$ cat src/rtl/clksel_pkg.sv
package clksel_pkg;

    typedef enum logic [1:0] {
        TM_LEGACY = 2'd0,
        TM_DDR    = 2'd1,
        TM_HS400  = 2'd2,
        TM_RSVD   = 2'd3
    } timing_e;

    typedef enum logic [1:0] {
        CKM_DIV    = 2'd0,
        CKM_BYPASS = 2'd1,
        CKM_DDR    = 2'd2,
        CKM_HS400  = 2'd3
    } ckmode_e;

    localparam int FIELD_W = 8;
    localparam logic [FIELD_W-1:0] FIELD_MAX = '1;

    typedef struct packed {
        ckmode_e             mode;
        logic                half;
        logic [FIELD_W-1:0]  field;
    } clk_cfg_t;

    typedef enum logic [2:0] {
        ST_IDLE,
        ST_PLAN,
        ST_QUOT,
        ST_LAUNCH,
        ST_CARD,
        ST_FIN
    } sel_state_e;

    function automatic logic uses_ddr(timing_e t);
        return (t == TM_DDR) || (t == TM_HS400);
    endfunction

    function automatic ckmode_e ddr_code(timing_e t);
        return (t == TM_HS400) ? CKM_HS400 : CKM_DDR;
    endfunction

endpackage

$ cat src/rtl/clksel_div.sv
// Sequential restoring divider: one quotient bit per cycle.
module clksel_div #(
    parameter int NW = 32,
    parameter int DW = 34
) (
    input  logic          clk,
    input  logic          rst,
    input  logic          go,
    input  logic [NW-1:0] num,
    input  logic [DW-1:0] den,
    output logic          fin,
    output logic [NW-1:0] quo,
    output logic [DW-1:0] rem
);
    localparam int CW = $clog2(NW + 1);

    logic          run;
    logic [CW-1:0] cnt;
    logic [NW-1:0] qs;
    logic [DW-1:0] ra;
    logic [DW-1:0] dq;
    logic [DW:0]   trial;
    logic [DW:0]   diff;
    logic          take;

    always_comb begin
        trial = {ra, qs[NW-1]};
        take  = trial >= {1'b0, dq};
        diff  = trial - {1'b0, dq};
    end

    always_ff @(posedge clk) begin
        if (rst) begin
            run <= 1'b0;
            cnt <= '0;
            qs  <= '0;
            ra  <= '0;
            dq  <= '0;
            fin <= 1'b0;
        end else begin
            fin <= 1'b0;
            if (go) begin
                run <= 1'b1;
                cnt <= '0;
                qs  <= num;
                ra  <= '0;
                dq  <= den;
            end else if (run) begin
                qs  <= {qs[NW-2:0], take};
                ra  <= take ? diff[DW-1:0] : trial[DW-1:0];
                cnt <= cnt + 1'b1;
                if (cnt == CW'(NW - 1)) begin
                    run <= 1'b0;
                    fin <= 1'b1;
                end
            end
        end
    end

    assign quo = qs;
    assign rem = ra;
endmodule

$ cat src/rtl/clksel_plan.sv
// Decides fixed-ratio results and sets up the divisor division.
module clksel_plan
    import clksel_pkg::*;
#(
    parameter int FW = 32
) (
    input  timing_e         tim,
    input  logic [FW-1:0]   src,
    input  logic [FW-1:0]   tgt,
    output logic            fast,
    output clk_cfg_t        cfg,
    output logic [FW-1:0]   card,
    output logic [FW-1:0]   num,
    output logic [FW+1:0]   den
);
    always_comb begin
        fast      = 1'b0;
        cfg.mode  = CKM_DIV;
        cfg.half  = 1'b0;
        cfg.field = '0;
        card      = '0;
        num       = '0;
        den       = '0;
        if (uses_ddr(tim)) begin
            cfg.mode = ddr_code(tim);
            if (tim == TM_HS400 && tgt >= (src >> 1)) begin
                fast     = 1'b1;
                cfg.half = 1'b1;
                card     = src >> 1;
            end else if (tgt >= (src >> 2)) begin
                fast = 1'b1;
                card = src >> 2;
            end else begin
                num = src >> 1;
                den = {2'b00, tgt};
            end
        end else begin
            if (tgt >= src) begin
                fast     = 1'b1;
                cfg.mode = CKM_BYPASS;
                card     = src;
            end else begin
                num = src;
                den = {tgt, 2'b00};
            end
        end
    end
endmodule

$ cat src/rtl/card_clk_sel.sv
module card_clk_sel
    import clksel_pkg::*;
#(
    parameter int FW = 32
) (
    input  logic          clk,
    input  logic          rst,
    input  logic          start,
    input  logic [FW-1:0] src_freq,
    input  logic [FW-1:0] tgt_freq,
    input  logic [1:0]    timing,
    output logic          busy,
    output logic          done,
    output logic [1:0]    ck_mode,
    output logic [7:0]    div_field,
    output logic          hs400_half,
    output logic [FW-1:0] card_freq
);
    localparam int DW = FW + 2;
    localparam int XW = FW + 2;

    sel_state_e     state;
    logic [FW-1:0]  src_q, tgt_q;
    timing_e        tim_q;
    clk_cfg_t       cfg_q;
    logic [FW-1:0]  card_q;
    logic           ddr_q;

    logic           plan_fast;
    clk_cfg_t       plan_cfg;
    logic [FW-1:0]  plan_card, plan_num;
    logic [DW-1:0]  plan_den;

    logic           dv_go, dv_fin;
    logic [FW-1:0]  dv_num, dv_quo;
    logic [DW-1:0]  dv_den, dv_rem;
    logic [FW-1:0]  card_num;
    logic [DW-1:0]  card_den;

    logic [XW-1:0]        d_ceil, d_even, d_pick;
    logic [FIELD_W-1:0]   field_sat;

    clksel_plan #(.FW(FW)) u_plan (
        .tim  (tim_q),
        .src  (src_q),
        .tgt  (tgt_q),
        .fast (plan_fast),
        .cfg  (plan_cfg),
        .card (plan_card),
        .num  (plan_num),
        .den  (plan_den)
    );

    clksel_div #(.NW(FW), .DW(DW)) u_div (
        .clk (clk),
        .rst (rst),
        .go  (dv_go),
        .num (dv_num),
        .den (dv_den),
        .fin (dv_fin),
        .quo (dv_quo),
        .rem (dv_rem)
    );

    always_comb begin
        ddr_q    = uses_ddr(tim_q);
        card_num = ddr_q ? (src_q >> 2) : src_q;
        card_den = ddr_q ? DW'({cfg_q.field, 1'b0}) : DW'({cfg_q.field, 2'b00});
        dv_go    = ((state == ST_PLAN) && !plan_fast) || (state == ST_LAUNCH);
        dv_num   = (state == ST_PLAN) ? plan_num : card_num;
        dv_den   = (state == ST_PLAN) ? plan_den : card_den;
        // ceiling of the quotient, then even rounding for double data rate
        d_ceil   = XW'(dv_quo) + XW'(|dv_rem);
        d_even   = d_ceil + XW'(d_ceil[0]);
        d_pick   = ddr_q ? (d_even >> 1) : d_ceil;
        field_sat = (d_pick > XW'(FIELD_MAX)) ? FIELD_MAX : d_pick[FIELD_W-1:0];
    end

    always_ff @(posedge clk) begin
        if (rst) begin
            state  <= ST_IDLE;
            src_q  <= '0;
            tgt_q  <= '0;
            tim_q  <= TM_LEGACY;
            cfg_q  <= '0;
            card_q <= '0;
        end else begin
            case (state)
                ST_IDLE: if (start) begin
                    src_q      <= src_freq;
                    tgt_q      <= tgt_freq;
                    tim_q      <= timing_e'(timing);
                    cfg_q.half <= 1'b0;
                    state      <= ST_PLAN;
                end
                ST_PLAN: begin
                    if (plan_fast) begin
                        cfg_q  <= plan_cfg;
                        card_q <= plan_card;
                        state  <= ST_FIN;
                    end else begin
                        cfg_q.mode <= plan_cfg.mode;
                        cfg_q.half <= 1'b0;
                        state      <= ST_QUOT;
                    end
                end
                ST_QUOT: if (dv_fin) begin
                    cfg_q.field <= field_sat;
                    state       <= ST_LAUNCH;
                end
                ST_LAUNCH: state <= ST_CARD;
                ST_CARD: if (dv_fin) begin
                    card_q <= dv_quo;
                    state  <= ST_FIN;
                end
                ST_FIN:  state <= ST_IDLE;
                default: state <= ST_IDLE;
            endcase
        end
    end

    assign busy       = (state != ST_IDLE);
    assign done       = (state == ST_FIN);
    assign ck_mode    = cfg_q.mode;
    assign div_field  = cfg_q.field;
    assign hs400_half = cfg_q.half;
    assign card_freq  = card_q;
endmodule

$ cat config.mk
export PLATFORM = sky130hd
export DESIGN_NAME = card_clk_sel
export DESIGN_NICKNAME = d
export VERILOG_FILES = /design/src/rtl/clksel_pkg.sv /design/src/rtl/clksel_div.sv /design/src/rtl/clksel_plan.sv /design/src/rtl/card_clk_sel.sv
export SDC_FILE = /design/constraint.sdc
export NUM_CORES = 1
export LEC_CHECK = 0
export BUFFER_PORTS_ARGS = -buffer_cell sky130_fd_sc_hd__clkbuf_2
export CAP_MARGIN = 10
export CORE_UTILIZATION = 45
export DETAILED_ROUTE_END_ITERATION = 6
export SLEW_MARGIN = 20
export SYNTH_ARGS = -nofsm -noshare
export SYNTH_HDL_FRONTEND = slang
export SYNTH_SLANG_ARGS = --single-unit
$ cat constraint.sdc
create_clock -name clk -period 5.1 [get_ports clk]
set_input_delay 0.255 -clock clk [delete_from_list [all_inputs] [get_ports clk]]
set_output_delay 0.255 -clock clk [all_outputs]
set_load 0.02 [all_outputs]
==> results.md <==
* Status: complete, no violations
* DP HPWL at a little under 40000 um
* Hold Path Depth at 3
* Iter 0 DRT Violations at approximately 1300
* Num rows at around 70
* Tmin final at between 4 and 5 ns
* Commonest non-fill, non-tap cell in the layout: nand2_1
* GPL Wtd Cong at between 0.9 and 1
* Layout Nets at approximately 2400
* Postcts setup bufs at 0
* Clock transition at path regs at 0.06 ns
* Crit-path max FO at 12
* Share of layout cells above drive strength 1 at about a tenth
* Antenna viol nets, final at 0
* Post-synthesis async set-or-reset flop share at 0%
* Reg2Reg Depth at 15
* Seq cells post-synth at 220
* Leak Pwr at roughly 7.3 nW
* Core Area at between 0.03 and 0.04 mm2
* Max-slew violations at 0
* Hold Path End: src_q[29]
* Synth Cell Area at ~0.016 mm2
* Via count at between 15000 and 20000
* Root Driver: clkbuf_16
* Pre-antenna DRT Iters at 5
* Hold Crit Class: input port to flip-flop
* Synth warn at 0
* Post-synthesis sequential area ratio at between 20% and 30%
* Final hold vios at 0
* Post-layout util at a little over half
* Area delta synth->final at 14.31%
* Syn avg cell area at about 7.5 um2
* Dpl cell area at between 0.015 and 0.02 mm2
* Initial antenna violation count at 0
* Post-synth EDFFs at 0
* Global-route wire length before repair at around 87000 um
* Total GRT Usage at between 20 and 30%
* Peak VDD IR at approximately 1.2 mV
* Setup-failing EPs final at 0
* GR Overflow Total at 0
* Vias in the first global route at 15440
* I/O pins at between 100 and 150
* Most frequent cells in the layout: nand2_1, dfxtp_1, a21oi_1
* Top_reg_cell synth: dfxtp_1
* Fin area at between 0.015 and 0.02 mm2
* Die area at between 0.03 and 0.04 mm2
* Maxcap violations at 0
* Max Clock Freq at around 210 MHz
* Net Count, Synth at roughly 2400
* Crit share post-route at between 90% and 100%
* Die Y at roughly 190 um
* Clk_lat worst skew at ~0.55 ns
* Clock buffer depth at 3
* Capturing point of the worst reg2reg path: div_field[0]
* Type of origin of the critical path: flip-flop
* Via density at roughly 6
* Initial core utilization at 45.81%
* Rel. slew slack at between 20% and 30%
* Largest net degree at the start of global routing at about 80
* Crit path DAT at 5.22 ns
* Pwr dens at between 700 and 800 mW/mm2
* CTS tree: done
* HP Start: src_freq[29]
* Port bufs at around 110
* Worst Path Required at ~5.5 ns
* Worst-Margin Slew at 1.074 ns
* CTS H-tree depth at 1
* Routed wire per std cell at about 20 um
* Clk_skew at approximately 0.016 ns
* Reg-to-Reg Start: u_div.rem[25]
* CTS sink cnt at 220
* Cts bufs inserted at 26
* Netlist cell types at 88
* Worst Setup Path Type: flip-flop to flip-flop
* Die Wd at between 150 and 200 um
* Setup tns final at 0 ns
* ANT cells at 0
* Syn Inst Count at between 2000 and 2500
* R2R Setup Slk at about 0.32 ns
* Drt total wl at 54670 um
* Crit path capture type: flip-flop
* DRC violations left at 0
routing by layer:
| layer | part of all wire [%] | GRT usage, % | routed length (um) |
|---|---|---|---|
| met3 | 6.6 | 3.201 | 3600 |
| met4 | 3.2 | 9.843 | 1764 |
| met5 | 0 | 0 | 0 |
| met1 | 48 | 43.13 | 25990 |
| met2 | 43 | 45.25 | 23310 |
registers in the layout, summed over array words and instances, names as in the netlist, 2 cells and up:
register,count
u_div.dq,34
u_div.rem,34
state,3
div_field,8
card_freq,32
u_div.cnt,6
tgt_q,32
src_q,32
u_div.quo,32
tim_q,2
ck_mode,2
critical path: stages, from the launching register on:
cell      delay (ns)
dfxtp_1         0.34
nor4_1          0.42
nand3_1         0.19
nor2_1          0.17
nand3_1         0.16
ha_1            0.37
nand3_2         0.24
nor2_1          0.08
xnor2_1         0.29
nor4_4          0.54
nor3b_1         0.39
a31oi_1         0.14
or4_1           0.57
a211oi_2        0.20
o211ai_2        0.23
a211o_1         0.34
report_power, final:
group | total, mW | switching (mW) | internal [mW]
Combinational | 8.37 | 5.18 | 3.19
Sequential | 2.86 | 0.760 | 2.10
Clock | 1.86 | 0.745 | 1.11
Total | 13.1 | 6.69 | 6.40
synthesized netlist by cell type (4+ instances only):
| cell | count | area share [%] |
|---|---|---|
| a211o_1 | 9 | 0.48 |
| a211oi_1 | 80 | 3.7 |
| a21o_1 | 32 | 1.5 |
| a21oi_1 | 216 | 6.6 |
| a221o_1 | 4 | 0.25 |
| a221oi_1 | 12 | 0.64 |
| a22oi_1 | 38 | 1.8 |
| a2bb2oi_1 | 28 | 1.5 |
| a311oi_1 | 10 | 0.54 |
| a31oi_1 | 50 | 1.9 |
| a41oi_1 | 4 | 0.21 |
| and2_1 | 12 | 0.46 |
| and3_1 | 17 | 0.65 |
| and4_1 | 11 | 0.59 |
| buf_1 | 12 | 0.28 |
| buf_2 | 8 | 0.25 |
| clkbuf_1 | 135 | 3.1 |
| dfxtp_1 | 220 | 27 |
| ha_1 | 132 | 10 |
| inv_1 | 83 | 1.9 |
| mux2i_1 | 33 | 2.0 |
| nand2_1 | 353 | 8.1 |
| nand2b_1 | 19 | 0.73 |
| nand3_1 | 31 | 0.95 |
| nand3_2 | 5 | 0.31 |
| nand3b_1 | 4 | 0.18 |
| nand4_1 | 33 | 1.3 |
| nor2_1 | 115 | 2.6 |
| nor2b_1 | 40 | 1.5 |
| nor3_1 | 33 | 1.0 |
| nor4_1 | 25 | 0.96 |
| o2111ai_1 | 4 | 0.21 |
| o211a_1 | 6 | 0.37 |
| o211ai_1 | 45 | 2.1 |
| o21a_1 | 15 | 0.69 |
| o21ai_0 | 104 | 3.2 |
| o22ai_1 | 28 | 1.1 |
| o31ai_1 | 7 | 0.32 |
| or3_1 | 10 | 0.38 |
| or4_1 | 4 | 0.18 |
| xnor2_1 | 45 | 2.4 |
| xor2_1 | 30 | 1.6 |
through the flow:
step / total power [mW] / hold slack (ns) / std cells / setup slack, ns
6_report: 13.09 / 0.03572 / 2721 / 0.3186
3_5_place_dp: 11.01 / 0.4467 / 2615 / 0.2865
5_1_grt: 14.16 / 0.01485 / 2721 / -0.004530
2_1_floorplan: 8.841 / 0.3910 / 2172 / 1.285
3_3_place_gp: 10.98 / 0.4409 / 2615 / 0.3082
4_1_cts: 12.98 / 0.003072 / 2721 / 0.2569
final cells by class:
type	count	area, um2
clock buffer	34	742.0
multi-input combinational	1707	11030
sequential	220	4408
tap	461	576.8
inverter	84	315.3
clock inverter	7	95.09
fill	3496	16940
timing repair buffer	208	1456
how the worst max path moves through the flow:
stage	start	end	slack (ns)
after floorplan	u_div.rem[2]	div_field[0]	1.29
after global placement	u_div.rem[25]	div_field[3]	0.31
after detailed placement	u_div.rem[25]	div_field[3]	0.29
after CTS	u_div.rem[25]	div_field[3]	0.26
after global routing	u_div.rem[25]	div_field[0]	-0.005
final	u_div.rem[25]	div_field[0]	0.32
logic make-up after synthesis:
group	synth area share (%)
AND/OR/NAND/NOR	21.89
AO/OA/AOI/OAI	28.75
buffers and inverters	5.874
flip-flops	27.03
adder cells (fa/ha/maj)	10.26
XOR/XNOR	4.031
multiplexers	2.165
what timing repair did:
item	in CTS	in global routing
endpoints found under the setup margin	0	8
gates resized for setup	0	2
endpoints found under the hold margin	65	0
hold buffers	65	0
No activity file was read; power rests on OpenSTA's default activity.
